[src/rtl/diag_pkg.sv]
package diag_pkg;

    typedef enum logic [1:0] {
        ST_HOLD,
        ST_CODE,
        ST_HIGH,
        ST_LOW
    } disp_state_t;

    function automatic logic is_bitmap_code(input logic [7:0] c);
        return (c == 8'h2C) || (c == 8'h2E) || (c == 8'h30);
    endfunction

endpackage

[src/rtl/seg7_decode.sv]
module seg7_decode (
    input  logic [3:0] nib,
    output logic [6:0] seg
);
    always_comb begin
        unique case (nib)
            4'h0: seg = 7'h3F;
            4'h1: seg = 7'h06;
            4'h2: seg = 7'h5B;
            4'h3: seg = 7'h4F;
            4'h4: seg = 7'h66;
            4'h5: seg = 7'h6D;
            4'h6: seg = 7'h7D;
            4'h7: seg = 7'h07;
            4'h8: seg = 7'h7F;
            4'h9: seg = 7'h6F;
            4'hA: seg = 7'h77;
            4'hB: seg = 7'h7C;
            4'hC: seg = 7'h39;
            4'hD: seg = 7'h5E;
            4'hE: seg = 7'h79;
            4'hF: seg = 7'h71;
            default: seg = 7'h00;
        endcase
    end
endmodule

[src/rtl/dwell_timer.sv]
module dwell_timer #(
    parameter int DWELL = 8
) (
    input  logic clk,
    input  logic rst_n,
    input  logic clr,
    input  logic en,
    output logic tick
);
    localparam int CNT_W = (DWELL > 1) ? $clog2(DWELL) : 1;
    localparam logic [CNT_W-1:0] LAST = CNT_W'(DWELL - 1);

    logic [CNT_W-1:0] cnt_q;

    assign tick = en && (cnt_q == LAST);

    always_ff @(posedge clk) begin
        if (!rst_n || clr || !en || tick) begin
            cnt_q <= '0;
        end else begin
            cnt_q <= cnt_q + 1'b1;
        end
    end
endmodule

[src/rtl/diag_seq_fsm.sv]
module diag_seq_fsm
    import diag_pkg::*;
#(
    parameter int DATA_W = 8,
    parameter int BMP_W  = 16
) (
    input  logic              clk,
    input  logic              rst_n,
    input  logic              wr_port,
    input  logic [DATA_W-1:0] wr_data,
    input  logic              bmp_load,
    input  logic [BMP_W-1:0]  bmp_data,
    input  logic              tick,
    output logic              restart,
    output disp_state_t       state,
    output logic [DATA_W-1:0] code,
    output logic [DATA_W-1:0] disp_byte
);
    disp_state_t       state_q, state_nx;
    logic [DATA_W-1:0] code_q;
    logic [BMP_W-1:0]  bmp_q;
    logic              accept;

    assign accept  = bmp_load && !wr_port && is_bitmap_code(code_q);
    assign restart = wr_port || accept;
    assign state   = state_q;
    assign code    = code_q;

    always_comb begin
        state_nx = state_q;
        if (wr_port) begin
            state_nx = ST_HOLD;
        end else if (accept) begin
            state_nx = ST_CODE;
        end else if (tick) begin
            unique case (state_q)
                ST_HOLD: state_nx = ST_HOLD;
                ST_CODE: state_nx = ST_HIGH;
                ST_HIGH: state_nx = ST_LOW;
                ST_LOW:  state_nx = ST_CODE;
            endcase
        end
    end

    always_ff @(posedge clk) begin
        if (!rst_n) begin
            state_q <= ST_HOLD;
        end else begin
            state_q <= state_nx;
        end
    end

    always_ff @(posedge clk) begin
        if (!rst_n) begin
            code_q <= '0;
            bmp_q  <= '0;
        end else begin
            if (wr_port) code_q <= wr_data;
            if (accept)  bmp_q  <= bmp_data;
        end
    end

    always_comb begin
        unique case (state_q)
            ST_HOLD: disp_byte = code_q;
            ST_CODE: disp_byte = code_q;
            ST_HIGH: disp_byte = bmp_q[BMP_W-1 -: DATA_W];
            ST_LOW:  disp_byte = bmp_q[DATA_W-1:0];
        endcase
    end
endmodule

[src/rtl/diag_code_display.sv]
module diag_code_display
    import diag_pkg::*;
#(
    parameter int          ADDR_W    = 16,
    parameter int          DATA_W    = 8,
    parameter int          BMP_W     = 16,
    parameter logic [15:0] PORT_ADDR = 16'h0080,
    parameter int          DWELL     = 8
) (
    input  logic              clk,
    input  logic              rst_n,
    input  logic              io_wr,
    input  logic [ADDR_W-1:0] io_addr,
    input  logic [DATA_W-1:0] io_data,
    input  logic              bmp_load,
    input  logic [BMP_W-1:0]  bmp_data,
    output logic [6:0]        seg_hi,
    output logic [6:0]        seg_lo
);
    localparam int DIGITS = DATA_W / 4;

    logic              wr_port;
    logic              tick;
    logic              restart;
    disp_state_t       state;
    logic [DATA_W-1:0] code;
    logic [DATA_W-1:0] disp_byte;
    logic [6:0]        seg_vec [DIGITS];

    assign wr_port = io_wr && (io_addr == ADDR_W'(PORT_ADDR));

    diag_seq_fsm #(.DATA_W(DATA_W), .BMP_W(BMP_W)) u_fsm (
        .clk       (clk),
        .rst_n     (rst_n),
        .wr_port   (wr_port),
        .wr_data   (io_data),
        .bmp_load  (bmp_load),
        .bmp_data  (bmp_data),
        .tick      (tick),
        .restart   (restart),
        .state     (state),
        .code      (code),
        .disp_byte (disp_byte)
    );

    dwell_timer #(.DWELL(DWELL)) u_timer (
        .clk   (clk),
        .rst_n (rst_n),
        .clr   (restart),
        .en    (state != ST_HOLD),
        .tick  (tick)
    );

    for (genvar d = 0; d < DIGITS; d++) begin : g_digit
        seg7_decode u_dec (
            .nib (disp_byte[4*d +: 4]),
            .seg (seg_vec[d])
        );
    end

    assign seg_hi = seg_vec[DIGITS-1];
    assign seg_lo = seg_vec[0];
endmodule

[config.mk]
export PLATFORM = sky130hd
export DESIGN_NAME = diag_code_display
export DESIGN_NICKNAME = d
export VERILOG_FILES = /design/src/rtl/diag_pkg.sv /design/src/rtl/seg7_decode.sv /design/src/rtl/dwell_timer.sv /design/src/rtl/diag_seq_fsm.sv /design/src/rtl/diag_code_display.sv
export SDC_FILE = /design/constraint.sdc
export NUM_CORES = 1
export LEC_CHECK = 0
export BUFFER_PORTS_ARGS = -buffer_cell sky130_fd_sc_hd__buf_2
export CAP_MARGIN = 15
export CORE_ASPECT_RATIO = 1.1
export CORE_MARGIN = 1.5
export CORE_UTILIZATION = 44
export DETAILED_ROUTE_END_ITERATION = 6
export GPL_TIMING_DRIVEN = 1
export PLACE_DENSITY = 0.69
export SLEW_MARGIN = 40
export SYNTH_ARGS = -nofsm -noshare
export SYNTH_HDL_FRONTEND = slang
export SYNTH_SLANG_ARGS = --single-unit
[constraint.sdc]
create_clock -name clk -period 2.6 [get_ports clk]
set_input_delay 0.13 -clock clk [delete_from_list [all_inputs] [get_ports clk]]
set_output_delay 0.13 -clock clk [all_outputs]
set_load 0.01 [all_outputs]
# Word-level counts from Yosys, hierarchy flattened
# Memories as Yosys holds them, arrays and structs flattened.
# Index checks and enable logic that the tools add are counted.
# Widths: inputs -> output; s select.
[word_totals]
regBits = 29
mem_bits_ro = 224
input_bits = 44
out_inout_bits = 14
elab_cells = 40
mem_count = 2
[op_classes]
n_addsub = 1
n_eq_ne = 8
n_mux = 4
bitwise_logic = 1
n_reduce_logical = 19
[mem_list]
columns = ["name", "words", "word_bits", "read_ports", "rd_ports_with_merged_regs", "write_ports", "line", "rtl"]
rows = [
  ["(no name shown)", 16, 7, 1, 0, 0, "seg7_decode.sv:6", "unique case (nib)"],
  ["(no name shown)", 16, 7, 1, 0, 0, "seg7_decode.sv:6", ""],
]
[ops]
columns = ["op", "count"]
rows = [
  ["$eq 8x6->1 const B", 3],
  ["$pmux 8 s3", 1],
  ["$eq 16x8->1 const B", 1],
  ["$pmux 2 s4", 1],
  ["$logic_or 1x1->1", 6],
  ["$eq 2x2->1 const B", 2],
  ["$logic_and 1x1->1", 4],
  ["$reduce_bool 2->1", 2],
  ["$reduce_or 2->1", 2],
  ["$add 3x1->3 const B", 1],
  ["$eq 3x3->1 const B", 1],
  ["$logic_not 1->1", 3],
  ["$reduce_or 3->1", 1],
  ["$eq 2x1->1 const B", 1],
  ["$logic_not 2->1", 1],
  ["$mux 1", 2],
  ["$not 1->1", 1],
]

# Depth between registers and ports, before layout
[depth]
word_depth = 9
ltp_mapped = 10
ltp_nobuf = 9

# Cells and area by module
# Synthesis repeated with hierarchy kept, for this count alone.
[hier_totals]
hier_cells = 221
area_unflattened_um2 = 2019.4
[by_module_without_submodules]
columns = ["mod", "n_inst", "cells_per_inst", "area_per_inst_um2"]
rows = [
  ["diag_seq_fsm", 1, 138, 1244.9],
  ["seg7_decode", 2, 33, 287.8],
  ["dwell_timer", 1, 10, 127.6],
  ["diag_code_display", 1, 7, 71.3],
]

# Worst setup path after synthesis
# OpenSTA, ideal clock, no wires.
[synth_path]
kind = "register -> output"
start = "register u_fsm.state_q[0] (netlist: u_fsm.state[0])"
end = "output seg_lo[3]"
arrival_time_ns = 2.237
required_ns = 2.470
setup_slack_ns = 0.233
path_stages_with_launch = 11
cell_sequence = "dfxtp_1 inv_1 ha_1 buf_2 a22o_1 a21oi_1 inv_1 ha_1 inv_1 mux4_2 inv_1"
[synth_via]
elab_chain_len = 4
elab_cells_between_ends = 7
classes_between = "eq/ne (3); mux (1); reduce/logical (2); memory (1)"
[synth_lines]
columns = ["item", "line", "rtl"]
rows = [
  ["start: declaration", "diag_seq_fsm.sv:19", "disp_state_t state_q, state_nx;"],
  ["start signal: assignment", "diag_seq_fsm.sv:49", "state_q <= state_nx;"],
  ["$eq 2x1->1 / $logic_not 2->1 (equally long branches)", "diag_seq_fsm.sv:64", "unique case (state_q)"],
  ["$reduce_or 2->1 (no source line)", "--", ""],
  ["$pmux 8 s3 (*)", "diag_seq_fsm.sv:64", ""],
  ["$mem_v2 16x7 (*)", "--", ""],
  ["end: declaration", "diag_code_display.sv:18", "output logic [6:0] seg_lo"],
]
# Mark *: on every way between the ends. The rest lies on a longest branch, timed or not.

# Worst setup path in the final report
[layout_path]
start = "register u_fsm.state_q[0] (netlist: u_fsm.state[0])"
end = "output seg_hi[3]"
[layout_via]
elab_chain_len = 4
elab_cells_between_ends = 7
classes_between = "eq/ne (3); mux (1); reduce/logical (2); memory (1)"
[layout_lines]
columns = ["item", "line", "rtl"]
rows = [
  ["$eq 2x1->1 / $logic_not 2->1 (equally long branches)", "diag_seq_fsm.sv:64", ""],
  ["$reduce_or 2->1 (no source line)", "--", ""],
  ["$pmux 8 s3 (*)", "diag_seq_fsm.sv:64", ""],
  ["$mem_v2 16x7 (*)", "--", ""],
  ["end: declaration", "diag_code_display.sv:17", "output logic [6:0] seg_hi,"],
]
# Marked as above.

==> metrics.md <==
| Metric | Value |
|---|---|
| Status | `completed` |
| Layout area overhead | `24.5%` |
| Vias per inst | `5.24` |
| Initial DRC count | `90` |
| Row count | `25` |
| Final setup fails | `0` |
| Finished Layout Cells | `337` |
| Initial antenna violation count | `0` |
| P per Cell Area | `393 nW/um^2` |
| # nets final | `345` |
| Largest net degree at the start of global routing | `29` |
| Number of enable flip-flop cells after synthesis | `0` |
| Worst Path Arrival | `2.39 ns` |
| Post-route DRC | `0` |
| Port Buffer Count | `57` |
| Max Slew Vio Count | `0` |
| Filler Cells Inserted | `398` |
| GR Overflow Total | `0` |
| Dpl cells | `325` |
| Core Area | `4350 um^2` |
| Die area | `4960 um^2` |
| Post-Syn Nets | `286` |
| Chip width | `67.3 um` |
| Crit share post-route | `0.967` |
| Clk Latency, worst-skew pair | `0.28 ns` |
| Worst Setup Start Kind | `register` |
| Num ports | `58` |
| Max-cap check violation count | `0` |
| Hold crit path type | `in2reg` |
| Worst Skew | `0.00401 ns` |
| Dpl hpwl | `3260 um` |
| Antenna Cells | `0` |
| Worst-Margin Slew | `0.407 ns` |
| Critical path endpoint | `seg_hi[3]` |
| Die height | `73.7 um` |
| First-pass GRT wire length | `7000 um` |
| Vias | `1,766` |
| Critical path startpoint | `u_fsm.state[0]` |
| Most frequent cells in the layout | `buf_2 (57), nand2_1 (35), dfxtp_1 (28)` |
| Commonest non-fill, non-tap cell in the layout | `buf_2` |
| Crit Path Class | `reg2out` |
| Pleak | `1.21 nW` |
| Minimum clock period | `2.52 ns` |
| # H-tree levels | `2` |
| Peak VDD IR | `368 uV` |
| Slew margin rel. | `0.728` |
| CP required | `2.47 ns` |
| CP endpoint kind | `primary output` |
| CTS tree | `done` |
| Post-synthesis cell type count | `38` |
| Yosys Warn Count | `0` |
| Antenna viol nets, final | `0` |
| Drt first pass iters | `4` |
| Routed len/inst | `12.7 um` |
| Max Root-Sink Buffers | `2` |
| #FFs+latches synth | `29` |
| Reg-to-Reg Start | `u_fsm.code[4]` |
| FFs w/ async S/R, synth | `0` |
| Setup slack, reg-to-reg | `1.00 ns` |
| Post-Synthesis Cells | `223` |
| Starting Density | `0.460` |
| Reg2reg end | `u_fsm.bmp_q[5]` |
| Worst reg-to-reg path cell count | `5` |
| Final hold vios | `0` |
| Final Wtd Congestion | `0.756` |
| Vias in the first global route | `1,605` |
| Syn avg cell area | `8.97 um^2` |
| Sequential area share after synthesis | `0.290` |
| CTS Root Cell | `clkbuf_8` |
| Post-synthesis cell area | `2000 um^2` |
| Num CTS Buffers | `5` |
| Share of layout cells above drive strength 1 | `0.332` |
| Post-synth top flop | `dfxtp_1` |
| Worst Path Max Fanout | `9` |
| Clock-pin slew on the worst setup and hold paths | `0.06 ns` |
| Achievable frequency | `398 MHz` |
| Clk sinks | `29` |
| Total wire length | `4290 um` |
| Final core utilization | `0.573` |
| Total GRT Usage | `0.183` |
-- worst min path at each step --
| stage | start | endpoint | slack [ns] | depth (start not counted) |
|---|---|---|---|---|
| after floorplan | bmp_data[0] | u_fsm.bmp_q[0] | 0.27 | 2 |
| after global placement | bmp_data[9] | u_fsm.bmp_q[9] | 0.38 | 3 |
| after detailed placement | bmp_data[3] | u_fsm.bmp_q[3] | 0.38 | 3 |
| after CTS | bmp_data[3] | u_fsm.bmp_q[3] | 0.08 | 3 |
| after global routing | bmp_data[10] | u_fsm.bmp_q[10] | 0.09 | 3 |
| final | bmp_data[3] | u_fsm.bmp_q[3] | 0.08 | 3 |
-- sequential cells by signal (all words and copies together) (netlist names) --
| signal | count |
|---|---|
| u_fsm.code | 8 |
| u_timer.cnt_q | 3 |
| u_fsm.state | 2 |
| u_fsm.bmp_q | 16 |
-- repair_timing --
item | in CTS | in global routing
buffers inserted | 3 | 1
pin swaps | 2 | 3
hold buffers | 0 | 0
resized for setup | 1 | 7
setup endpoints to repair | 2 | 5
-- per-layer routing --
layer | vias up | track usage | part of all wire
met4 | 0 | 0.0658 | 0.020
li1 | 911 | - | -
met5 | - | 0 | 0
met3 | 13 | 0.0322 | 0.036
met1 | 800 | 0.242 | 0.48
met2 | 42 | 0.299 | 0.46
-- per-stage QoR --
| step | instance area, um^2 | setup TNS, ns | power, W | worst slack (ns) | hold slack [ns] |
|---|---|---|---|---|---|
| after floorplan | 2000 | 0 | 0.000474 | 0.233 | 0.269 |
| after global placement | 2310 | 0 | 0.000508 | 0.289 | 0.375 |
| after detailed placement | 2310 | 0 | 0.000508 | 0.194 | 0.377 |
| after CTS | 2460 | 0 | 0.000987 | 0.0106 | 0.0812 |
| after global routing | 2490 | -0.00627 | 0.00101 | -0.00626 | 0.0858 |
| final | 2490 | 0 | 0.000979 | 0.0849 | 0.0831 |
-- synth_stat cells, types with 4 or more instances --
cell / count / share of area
inv_1: 12 / 0.023
a21boi_1: 8 / 0.030
dfxtp_1: 29 / 0.29
a22o_1: 8 / 0.035
a21oi_1: 5 / 0.013
o22a_1: 4 / 0.018
clkbuf_1: 7 / 0.013
ha_1: 19 / 0.12
nand3_1: 9 / 0.023
buf_2: 4 / 0.010
mux2i_1: 23 / 0.12
nand2_1: 35 / 0.066
o21ai_0: 9 / 0.023
-- power breakdown --
group / total [W] / internal, W / switching [W] / leakage (nW)
registers: 0.000444 / 0.000444 / 0.00000000109 / 0.234
clock network: 0.000482 / 0.000312 / 0.000170 / 0.0585
logic: 0.0000535 / 0.0000301 / 0.0000234 / 0.914
total: 0.000979 / 0.000786 / 0.000193 / 1.21
-- cell families after synthesis --
family	share of synthesized area
compound gates	0.185
xor+xnor	0.00876
fa+ha+maj	0.119
buf+inv	0.0738
flops	0.290
mux	0.149
simple gates	0.174
-- cell type report --
cell class / instances / area (um^2) / area share
Timing Repair Buffer: 69 / 375 / 0.151
Clock buffer: 7 / 86.3 / 0.0347
Multi-Input combinational cell: 165 / 1310 / 0.524
Inverter: 12 / 45.0 / 0.0181
Tap cell: 54 / 67.6 / 0.0271
Clock inverter: 1 / 30.0 / 0.0121
Sequential cell: 29 / 582 / 0.234
-- critical path: stages (launching register included) --
cell	delay (ns)
dfxtp_2	0.36
inv_1	0.09
ha_4	0.20
a22o_1	0.20
a21oi_1	0.16
inv_1	0.12
ha_1	0.31
inv_1	0.04
mux4_2	0.44
inv_1	0.06
buf_2	0.12
Note: power is estimated with default switching activity, not from simulation.
